### src/rtl/dbe_pkg.sv
package dbe_pkg;
    typedef enum logic [2:0] {
        ST_WAIT_CAL,
        ST_ARMED,
        ST_MEASURE,
        ST_DIVIDE,
        ST_DONE
    } mon_state_e;

    localparam int NUM_CNT = 4;
    localparam int CI_TOT  = 0;
    localparam int CI_DAT  = 1;
    localparam int CI_RD   = 2;
    localparam int CI_WR   = 3;
    localparam int NUM_DIV = NUM_CNT - 1;
endpackage

### src/rtl/dbe_sat_cnt.sv
module dbe_sat_cnt #(
    parameter int W = 32
) (
    input  logic         clk,
    input  logic         rst_n,
    input  logic         clr,
    input  logic         inc,
    output logic [W-1:0] cnt,
    output logic         ovf
);
    localparam logic [W-1:0] MAX = '1;

    always_ff @(posedge clk) begin
        if (!rst_n || clr) begin
            cnt <= '0;
            ovf <= 1'b0;
        end else if (inc) begin
            if (cnt == MAX) ovf <= 1'b1;
            else            cnt <= cnt + 1'b1;
        end
    end


    sat_hold_chk: assert property (@(posedge clk) disable iff (!rst_n)
        (cnt == MAX && !clr) |=> (cnt == MAX));


    ovf_sticky_chk: assert property (@(posedge clk) disable iff (!rst_n)
        (ovf && !clr) |=> ovf);
endmodule

### src/rtl/dbe_frac_div.sv
module dbe_frac_div #(
    parameter int W = 32,
    parameter int F = 16
) (
    input  logic         clk,
    input  logic         rst_n,
    input  logic         go,
    input  logic [W-1:0] num,
    input  logic [W-1:0] den,
    output logic         busy,
    output logic         done,
    output logic [F-1:0] quo
);
    localparam int IW = $clog2(F + 1);

    logic [W:0]    rem_q;
    logic [W:0]    rem_sh;
    logic [W:0]    rem_nx;
    logic [W-1:0]  den_q;
    logic [IW-1:0] it_q;
    logic          ge;

    always_comb begin
        rem_sh = {rem_q[W-1:0], 1'b0};
        ge     = (rem_sh >= {1'b0, den_q});
        rem_nx = ge ? (rem_sh - {1'b0, den_q}) : rem_sh;
    end

    always_ff @(posedge clk) begin
        if (!rst_n) begin
            rem_q <= '0;
            den_q <= '0;
            it_q  <= '0;
            quo   <= '0;
            busy  <= 1'b0;
            done  <= 1'b0;
        end else begin
            done <= 1'b0;
            if (go) begin
                quo  <= '0;
                it_q <= '0;
                if (den == '0) begin
                    busy <= 1'b0;
                    done <= 1'b1;
                end else begin
                    rem_q <= {1'b0, num};
                    den_q <= den;
                    busy  <= 1'b1;
                end
            end else if (busy) begin
                rem_q <= rem_nx;
                quo   <= {quo[F-2:0], ge};
                it_q  <= it_q + 1'b1;
                if (it_q == IW'(F - 1)) begin
                    busy <= 1'b0;
                    done <= 1'b1;
                end
            end
        end
    end


    div_num_le_den_chk: assert property (@(posedge clk) disable iff (!rst_n)
        go |-> (num <= den));


    div_done_pulse_chk: assert property (@(posedge clk) disable iff (!rst_n)
        done |=> !done);
endmodule

### src/rtl/dram_eff_monitor.sv
module dram_eff_monitor
    import dbe_pkg::*;
#(
    parameter int CNT_W  = 32,
    parameter int FRAC_W = 16,
    parameter int BW_W   = 32
) (
    input  logic              clk,
    input  logic              rst_n,
    input  logic              cal_done,
    input  logic              mon_clear,
    input  logic              mon_start,
    input  logic              mon_stop,
    input  logic              cmd_act,
    input  logic              rd_data_vld,
    input  logic              wr_data_vld,
    input  logic [BW_W-1:0]   peak_mbps,
    output logic [FRAC_W-1:0] eff_all,
    output logic [FRAC_W-1:0] eff_rd,
    output logic [FRAC_W-1:0] eff_wr,
    output logic [BW_W-1:0]   eff_bw,
    output logic              window_open,
    output logic              result_done,
    output logic              cnt_overflow
);
    localparam int PW = BW_W + FRAC_W;

    mon_state_e state_q, state_nx;

    logic [CNT_W-1:0]   cnt [NUM_CNT];
    logic [NUM_CNT-1:0] inc;
    logic [NUM_CNT-1:0] ovf;
    logic               cnt_clr;
    logic               in_win;
    logic               div_go;
    logic [FRAC_W-1:0]  div_quo [NUM_DIV];
    logic [NUM_DIV-1:0] div_done;
    logic [NUM_DIV-1:0] div_busy;
    logic [PW-1:0]      bw_prod;
    logic               res_clr;

    // state register
    always_ff @(posedge clk) begin
        if (!rst_n) state_q <= ST_WAIT_CAL;
        else        state_q <= state_nx;
    end

    // transitions
    always_comb begin
        state_nx = state_q;
        unique case (state_q)
            ST_WAIT_CAL: if (cal_done)    state_nx = ST_ARMED;
            ST_ARMED:    if (cmd_act)     state_nx = mon_stop ? ST_DIVIDE : ST_MEASURE;
            ST_MEASURE:  if (mon_stop)    state_nx = ST_DIVIDE;
            ST_DIVIDE:   if (div_done[0]) state_nx = ST_DONE;
            ST_DONE:     if (mon_start)   state_nx = ST_ARMED;
            default:                      state_nx = ST_WAIT_CAL;
        endcase
        if (mon_clear) state_nx = ST_WAIT_CAL;
    end

    // window qualification
    always_comb begin
        in_win = !mon_clear && !mon_stop &&
                 ((state_q == ST_ARMED && cmd_act) || state_q == ST_MEASURE);
        div_go = !mon_clear && mon_stop &&
                 ((state_q == ST_ARMED && cmd_act) || state_q == ST_MEASURE);
        cnt_clr = mon_clear || state_q == ST_WAIT_CAL ||
                  (state_q == ST_DONE && mon_start);
        res_clr = cnt_clr;
        inc[CI_TOT] = in_win;
        inc[CI_DAT] = in_win && (rd_data_vld || wr_data_vld);
        inc[CI_RD]  = in_win && rd_data_vld;
        inc[CI_WR]  = in_win && wr_data_vld;
    end

    for (genvar g = 0; g < NUM_CNT; g++) begin : g_cnt
        dbe_sat_cnt #(.W(CNT_W)) cnt_i (
            .clk  (clk),
            .rst_n(rst_n),
            .clr  (cnt_clr),
            .inc  (inc[g]),
            .cnt  (cnt[g]),
            .ovf  (ovf[g])
        );
    end

    for (genvar g = 0; g < NUM_DIV; g++) begin : g_div
        dbe_frac_div #(.W(CNT_W), .F(FRAC_W)) div_i (
            .clk  (clk),
            .rst_n(rst_n),
            .go   (div_go),
            .num  (cnt[g + 1]),
            .den  (cnt[CI_TOT]),
            .busy (div_busy[g]),
            .done (div_done[g]),
            .quo  (div_quo[g])
        );
    end

    assign bw_prod = {{FRAC_W{1'b0}}, peak_mbps} * {{BW_W{1'b0}}, div_quo[0]};

    // outputs
    always_ff @(posedge clk) begin
        if (!rst_n || res_clr) begin
            eff_all <= '0;
            eff_rd  <= '0;
            eff_wr  <= '0;
            eff_bw  <= '0;
        end else if (state_q == ST_DIVIDE && div_done[0]) begin
            eff_all <= div_quo[0];
            eff_rd  <= div_quo[1];
            eff_wr  <= div_quo[2];
            eff_bw  <= bw_prod[PW-1:FRAC_W];
        end
    end

    assign window_open  = (state_q == ST_MEASURE);
    assign result_done  = (state_q == ST_DONE);
    assign cnt_overflow = |ovf;


    data_le_total_chk: assert property (@(posedge clk) disable iff (!rst_n)
        cnt[CI_DAT] <= cnt[CI_TOT]);


    dir_le_data_chk: assert property (@(posedge clk) disable iff (!rst_n)
        (cnt[CI_RD] <= cnt[CI_DAT]) && (cnt[CI_WR] <= cnt[CI_DAT]));


    wait_clears_chk: assert property (@(posedge clk) disable iff (!rst_n)
        (state_q == ST_WAIT_CAL) |=> (cnt[CI_TOT] == '0));


    window_counts_chk: assert property (@(posedge clk) disable iff (!rst_n)
        (state_q == ST_MEASURE && !mon_stop && !mon_clear && cnt[CI_TOT] != '1)
        |=> (cnt[CI_TOT] == $past(cnt[CI_TOT]) + 1'b1));


    busy_in_divide_chk: assert property (@(posedge clk) disable iff (!rst_n)
        (div_busy != '0) |-> (state_q == ST_DIVIDE));
endmodule

### config.mk
export PLATFORM = sky130hd
export DESIGN_NAME = dram_eff_monitor
export DESIGN_NICKNAME = d
export VERILOG_FILES = /design/src/rtl/dbe_pkg.sv /design/src/rtl/dbe_sat_cnt.sv /design/src/rtl/dbe_frac_div.sv /design/src/rtl/dram_eff_monitor.sv
export SDC_FILE = /design/constraint.sdc
export NUM_CORES = 2
export LEC_CHECK = 0
export ABC_AREA = 1
export BUFFER_PORTS_ARGS = -buffer_cell sky130_fd_sc_hd__buf_2
export CORE_UTILIZATION = 50
export DETAILED_ROUTE_END_ITERATION = 8
export MAX_ROUTING_LAYER = met4
export PLACE_DENSITY = 0.76
export REMOVE_ABC_BUFFERS = 1
export SYNTH_ARGS = -nofsm -noshare
export SYNTH_HDL_FRONTEND = slang
export SYNTH_SLANG_ARGS = --single-unit
### constraint.sdc
create_clock -name clk -period 8.95 [get_ports clk]
set_input_delay 1.3425 -clock clk [delete_from_list [all_inputs] [get_ports clk]]
set_output_delay 1.3425 -clock clk [all_outputs]
set_load 0.01 [all_outputs]
== Word-level counts from Yosys, hierarchy flattened ==
Index checks and enable logic that the tools add are counted.

* Add/subtract/negate cells: 10
* Multipliers: 1
* Div/mod/pow operators: 0
* Magnitude comparators: 3
* Equality and inequality tests: 17
* Shifts and indexed selects: 0
* Mux-type cells: 33
* Bitwise logic cells: 6
* Reductions and logical operators: 39

{| class="wikitable"
|+ Operators by type and width
! kind !! count
|-
| 2-to-1 mux 32 bit || 12
|-
| adder 32 x 1 -> 32 bit (second input constant) || 4
|-
| equality test 32 bit (second input constant) || 4
|-
| >= comparator 33 x 32 -> 1 bit || 3
|-
| subtractor 32 bit || 3
|-
| multiplier 32 x 16 -> 48 bit || 1
|-
| zero test 32 bit || 1
|-
| AND reduction 2 bit || 12
|-
| adder 5 x 1 -> 5 bit (second input constant) || 3
|-
| equality test 5 x 4 -> 1 bit (second input constant) || 3
|-
| 2-to-1 mux 1 bit || 15
|-
| 2-to-1 mux 3 bit || 5
|-
| case mux 3 bit (5 select lines) || 1
|-
| logical AND 1 bit || 10
|-
| inequality test 2 bit (second input constant) || 5
|-
| equality test 3 x 2 -> 1 bit (second input constant) || 2
|-
| inverter 1 bit || 6
|-
| nonzero test 2 bit || 3
|-
| logical OR 1 bit || 5
|-
| AND reduction 5 bit || 1
|-
| OR reduction 2 bit || 2
|-
| OR reduction 4 bit || 1
|-
| equality test 3 x 1 -> 1 bit (second input constant) || 1
|-
| equality test 3 bit (second input constant) || 1
|-
| other kinds (3) || 5
|}

* Flip-flop bits (word level): 410
* Bits in latches: 0
* Bits in writable memories: 0
* Memory bits (read-only): 0
* Input bits: 41
* Memories: 0

== Longest topological paths before layout ==
* Word-level depth: 6
* Gate-level depth with buffers: 30

== Modules after synthesis ==
From an unflattened synthesis, not the netlist that was laid out.

* Cells, all modules: 7263
* Area total of the unflattened synthesis: 48004.8 um^2

{| class="wikitable"
|+ Modules (own cells, without submodules)
! module !! instances !! cells each !! area an instance (um^2) !! sequential area each (um^2)
|-
| dram_eff_monitor || 1 || 2775 || 20249.4 || 1661.6
|-
| dbe_frac_div (g_div[0].div_i ...) || 2 || 1060 || 6570.1 || 1741.7
|-
| dbe_sat_cnt || 4 || 325 || 2018.2 || 660.6
|-
| dbe_frac_div (g_div[1].div_i) || 1 || 1068 || 6542.5 || 1741.7
|}

== Least setup slack after synthesis ==
Ideal clock, no wire load.

* Path type: input to register
* From: input peak_mbps[6]
* To: register eff_bw[20]
* Library setup time: 0.109 ns
* Arrival: 6.586 ns
* Path slack: 2.255 ns
* Stages: 24
* Path buffers: 2
* Cell sequence: clkbuf_1 > clkbuf_1 > nand2_1 > fa_1 > inv_1 > fa_1 > fa_1 > fa_1 > fa_1 > inv_1 > fa_1 > inv_1 > ha_1 > nand2_1 > inv_1 > a21oi_1 > a21boi_0 > inv_1 > o21ai_0 > nand3_1 > nand2_1 > nand3_1 > nand2_1 > inv_1

* Cells in the longest elaborated chain, start to end: 1

{| class="wikitable"
|+ Ends and longest elaborated chain
! what !! line !! RTL
|-
| start, declared || dram_eff_monitor.sv:17 || <nowiki>input logic [BW_W-1:0] peak_mbps,</nowiki>
|-
| multiplier 32 x 16 -> 48 bit || dram_eff_monitor.sv:101 || <nowiki>assign bw_prod = {{FRAC_W{1'b0}}, peak_mbps} * {{BW_W{1'b0}}, div_quo[0]};</nowiki>
|-
| end signal, assigned || dram_eff_monitor.sv:114 || <nowiki>eff_bw <= bw_prod[PW-1:FRAC_W];</nowiki>
|-
| end, declared || dram_eff_monitor.sv:21 || <nowiki>output logic [BW_W-1:0] eff_bw,</nowiki>
|}

No other way between the ends.
A chain may end at the register's enable or synchronous reset.

== Worst setup path after layout ==
* From: register g_div[0].div_i.quo[3]
* To: register eff_bw[20]

* Cells in the longest elaborated chain, start to end: 1

{| class="wikitable"
|+ Ends and longest elaborated chain
! what !! line !! RTL
|-
| start, declared || dbe_frac_div.sv:12 || <nowiki>output logic [F-1:0] quo</nowiki>
|-
| start signal, assigned || dbe_frac_div.sv:52 || <nowiki>quo <= {quo[F-2:0], ge};</nowiki>
|-
| multiplier 32 x 16 -> 48 bit || dram_eff_monitor.sv:101 ||
|}

No other way between the ends.

==> results.cfg <==
[run_status]
outcome = finished clean

[timing]
rsz0062_at_grt = no
final-hold-violation-count = 0
slew_viol_final = 0
fin_hold_ws_ps = 457
slew-limit-headroom = 0.227
tightestPinTransition_ps = 1160
fmax_mhz = 142
timing.final.crit_period_ps = 7020
skew_ps = 34.0
finalCritPeriodShare = 0.785
setup_viol = 0

[route]
vias = 42619
drc = 0
drt-total-wl_um = 135000
postRouteAntennaNets = 0
wl_per_cell_um = 16.8
drt_iter0_markers = 3868
drtPass1Iterations = 6
routed_via_density = 5.33

[floorplan]
rows = 108
start_util = 0.508
die_height_um = 300
die_width_um = 300
die_area_mm2 = 0.0900
core_mm2 = 0.0874
io_pins = 124

[cells_and_area]
final.fill_count = 8596
nets = 7485
ff_latch_area_mm2 = 0.00821
drive_above_1_share = 0.0448
area_growth_pct = 6.27
fin_util = 0.540
multiInputGateArea_mm2 = 0.0297
layout_common_cells = 2192 x nand2_1, 1387 x inv_1, 455 x a21oi_1
fin_area_mm2 = 0.0472
layout_commonest_cell = nand2_1

[synthesis]
synthTopCellsByArea = fa_1 19%, nand2_1 19%, dfxtp_1 18%
async_flop_share = 0
postSynthAreaPerCell_um2 = 6.46
yosys_warnings = 0
syn-cell-area_mm2 = 0.0444
synthDistinctLibCells = 49
synth_top_flop_cell = dfxtp_1
yosysSeqAreaShare = 0.185
ys_seq_elements = 410
yosysTopAreaCellShare = 0.189
synth_edf_count = 0
synth_largest_area_cell = fa_1
netlist_instances = 6875

[power_and_ir_drop]
total_power_mw = 4.10
combPwrFrac = 0.044
p_seq_frac = 0.446
p_leak_nw = 23.7
switching_share = 0.255
p_sw_mw = 1.05
p_per_area_mw_per_mm2 = 86.9
vdd_drop_max_uv = 141
p_int_mw = 3.06
pwr-share-clk = 0.510

[worst_setup_path]
crit_path_max_fanout = 19
reg2reg_to = eff_bw[20]
crit_path_end_kind = flop
worst_ep_arrival_time_ps = 7540
worstReg2RegStart = g_div[0].div_i.quo[3]
rrSetupSlack_ps = 1930
start_kind = flop
cp.required_ps = 9470
reg2reg_depth = 23
path_class = flop to flop

[hold_path]
hold_path.startpoint = g_cnt[3].cnt_i.ovf
hold_end = g_cnt[3].cnt_i.ovf
hold_depth = 2
worstHoldPathType = flop to flop

[clock_tree]
root_buffer = clkbuf_16
clk_pin_slew_ps = 70
clock-sinks = 410
post_cts_buffers = 0
ctsHoldBuffers = 0
cts_tree = yes
clock_path_buffers = 3
cts_buffers = 49
clock_latency_ps = 640
htree_levels = 2
cts_resized = 0

[place]
place.gp.congestion = 1.01
io_buffers = 123
place_area_mm2 = 0.0455
dp_hpwl_um = 104000

[global_route]
grt_max_degree = 92
antenna_found_initial = 7
grt_pass1_vias = 40861
grt_use_total = 0.308
grt_overflow_total = 0
grt_pass1_wl_um = 217000

[flow_run]
max_cap_viol_count = 0
## cells by family (layout without fill, tap and decap cells)
kind of cell               after synthesis  in the layout  share of synthesized area
other                                    0              5                          0
AOI/OAI and AO/OA                      790            790                     0.0939
adders and majority gates              644            644                      0.252
and+or+nand+nor                       3230           3230                      0.299
buffers and inverters                 1686           1647                      0.147
DFF                                    410            410                      0.185
xor gates and xnor gates               115            115                     0.0227
## worst max path at each step
stage,end,slack (ps),from
floorplan,g_cnt[1].cnt_i.cnt[2],-3790,mon_start
global placement,eff_bw[17],1560,peak_mbps[4]
detailed placement,eff_bw[17],1550,peak_mbps[4]
CTS,eff_bw[17],2020,g_div[0].div_i.quo[2]
global route,eff_bw[17],1650,g_div[0].div_i.quo[3]
finish,eff_bw[20],1930,g_div[0].div_i.quo[3]
## cells in the mapped netlist, types with 4 or more instances
master / instances
a211oi_1: 4
a21boi_0: 4
a21o_1: 5
a21oi_1: 455
a31oi_1: 6
and2_1: 4
and3_1: 10
buf_1: 7
buf_2: 51
buf_4: 18
buf_6: 8
clkbuf_1: 201
dfxtp_1: 410
fa_1: 420
ha_1: 224
inv_1: 1388
inv_2: 10
nand2_1: 2194
nand2_2: 7
nand3_1: 338
nand3b_1: 16
nand4_1: 73
nor2_1: 392
nor2_2: 13
nor2_4: 6
nor3_1: 115
nor3b_1: 10
nor4_1: 31
o211ai_1: 9
o21a_1: 27
o21ai_0: 178
o21ai_1: 69
o21bai_1: 25
or2_2: 9
xnor2_1: 15
xor2_1: 100
## flip-flops by register name (all words and copies together), names as in the netlist, 3 cells and up
name               cells
g_cnt.cnt_i.cnt      128
g_div.div_i.den_q     32
eff_all               16
g_div.div_i.quo       48
g_div.div_i.rem_q     96
g_div.div_i.it_q      15
g_cnt.cnt_i.ovf        4
eff_wr                16
eff_bw                32
eff_rd                16
g_div.div_i.busy       3
state_q                3
## stage by stage
| step | TNS, ps | cells | setup WS (ps) |
|---|---|---|---|
| 2_1_floorplan | -300910 | 6589 | -3790 |
| 6_report | 0 | 7996 | 1930 |
| 3_3_place_gp | 0 | 7904 | 1560 |
| 4_1_cts | 0 | 7991 | 2020 |
| 5_1_grt | 0 | 7996 | 1650 |
| 3_5_place_dp | 0 | 7904 | 1550 |
## worst max-delay path, cell delays in order, from the launching register on
cell,delay (ps)
dfxtp_1,1000
buf_4,410
nand2_1,140
fa_1,590
fa_1,450
fa_1,520
inv_1,50
fa_1,490
fa_1,550
inv_1,50
fa_1,530
inv_1,40
ha_1,350
nand2_1,130
inv_1,50
a21oi_1,200
a21boi_0,420
inv_1,100
o21ai_0,400
nand3_1,140
nand2_1,100
nand3_1,70
nand2_1,90
inv_1,30
## area by class of cell
type / instances / share of cell area
clock buffer: 62 / 0.0285
clock inverter: 25 / 0.00695
timing repair buffer: 160 / 0.0189
multi-input combinational: 4779 / 0.629
tap: 1155 / 0.0306
sequential: 410 / 0.174
antenna: 5 / 0.000265
inverter: 1400 / 0.111
## power by group through the flow
| stage | combinational, mW | clock (mW) | sequential, mW |
|---|---|---|---|
| after floorplan | 0.0783 | 0 | 1.87 |
| after global placement | 0.172 | 0 | 1.87 |
| after detailed placement | 0.175 | 0 | 1.87 |
| after CTS | 0.176 | 2.12 | 1.83 |
| after global routing | 0.193 | 2.20 | 1.83 |
| final | 0.181 | 2.09 | 1.83 |
## per-layer routing
layer	GRT usage	vias to the layer above	routed length (µm)
li1	-	20764	-
met1	0.419	19952	59600
met5	-	-	0
met2	0.475	1661	59900
met3	0.0466	242	11300
met4	0.0862	0	3780
No activity file was read; power rests on OpenSTA's default activity.
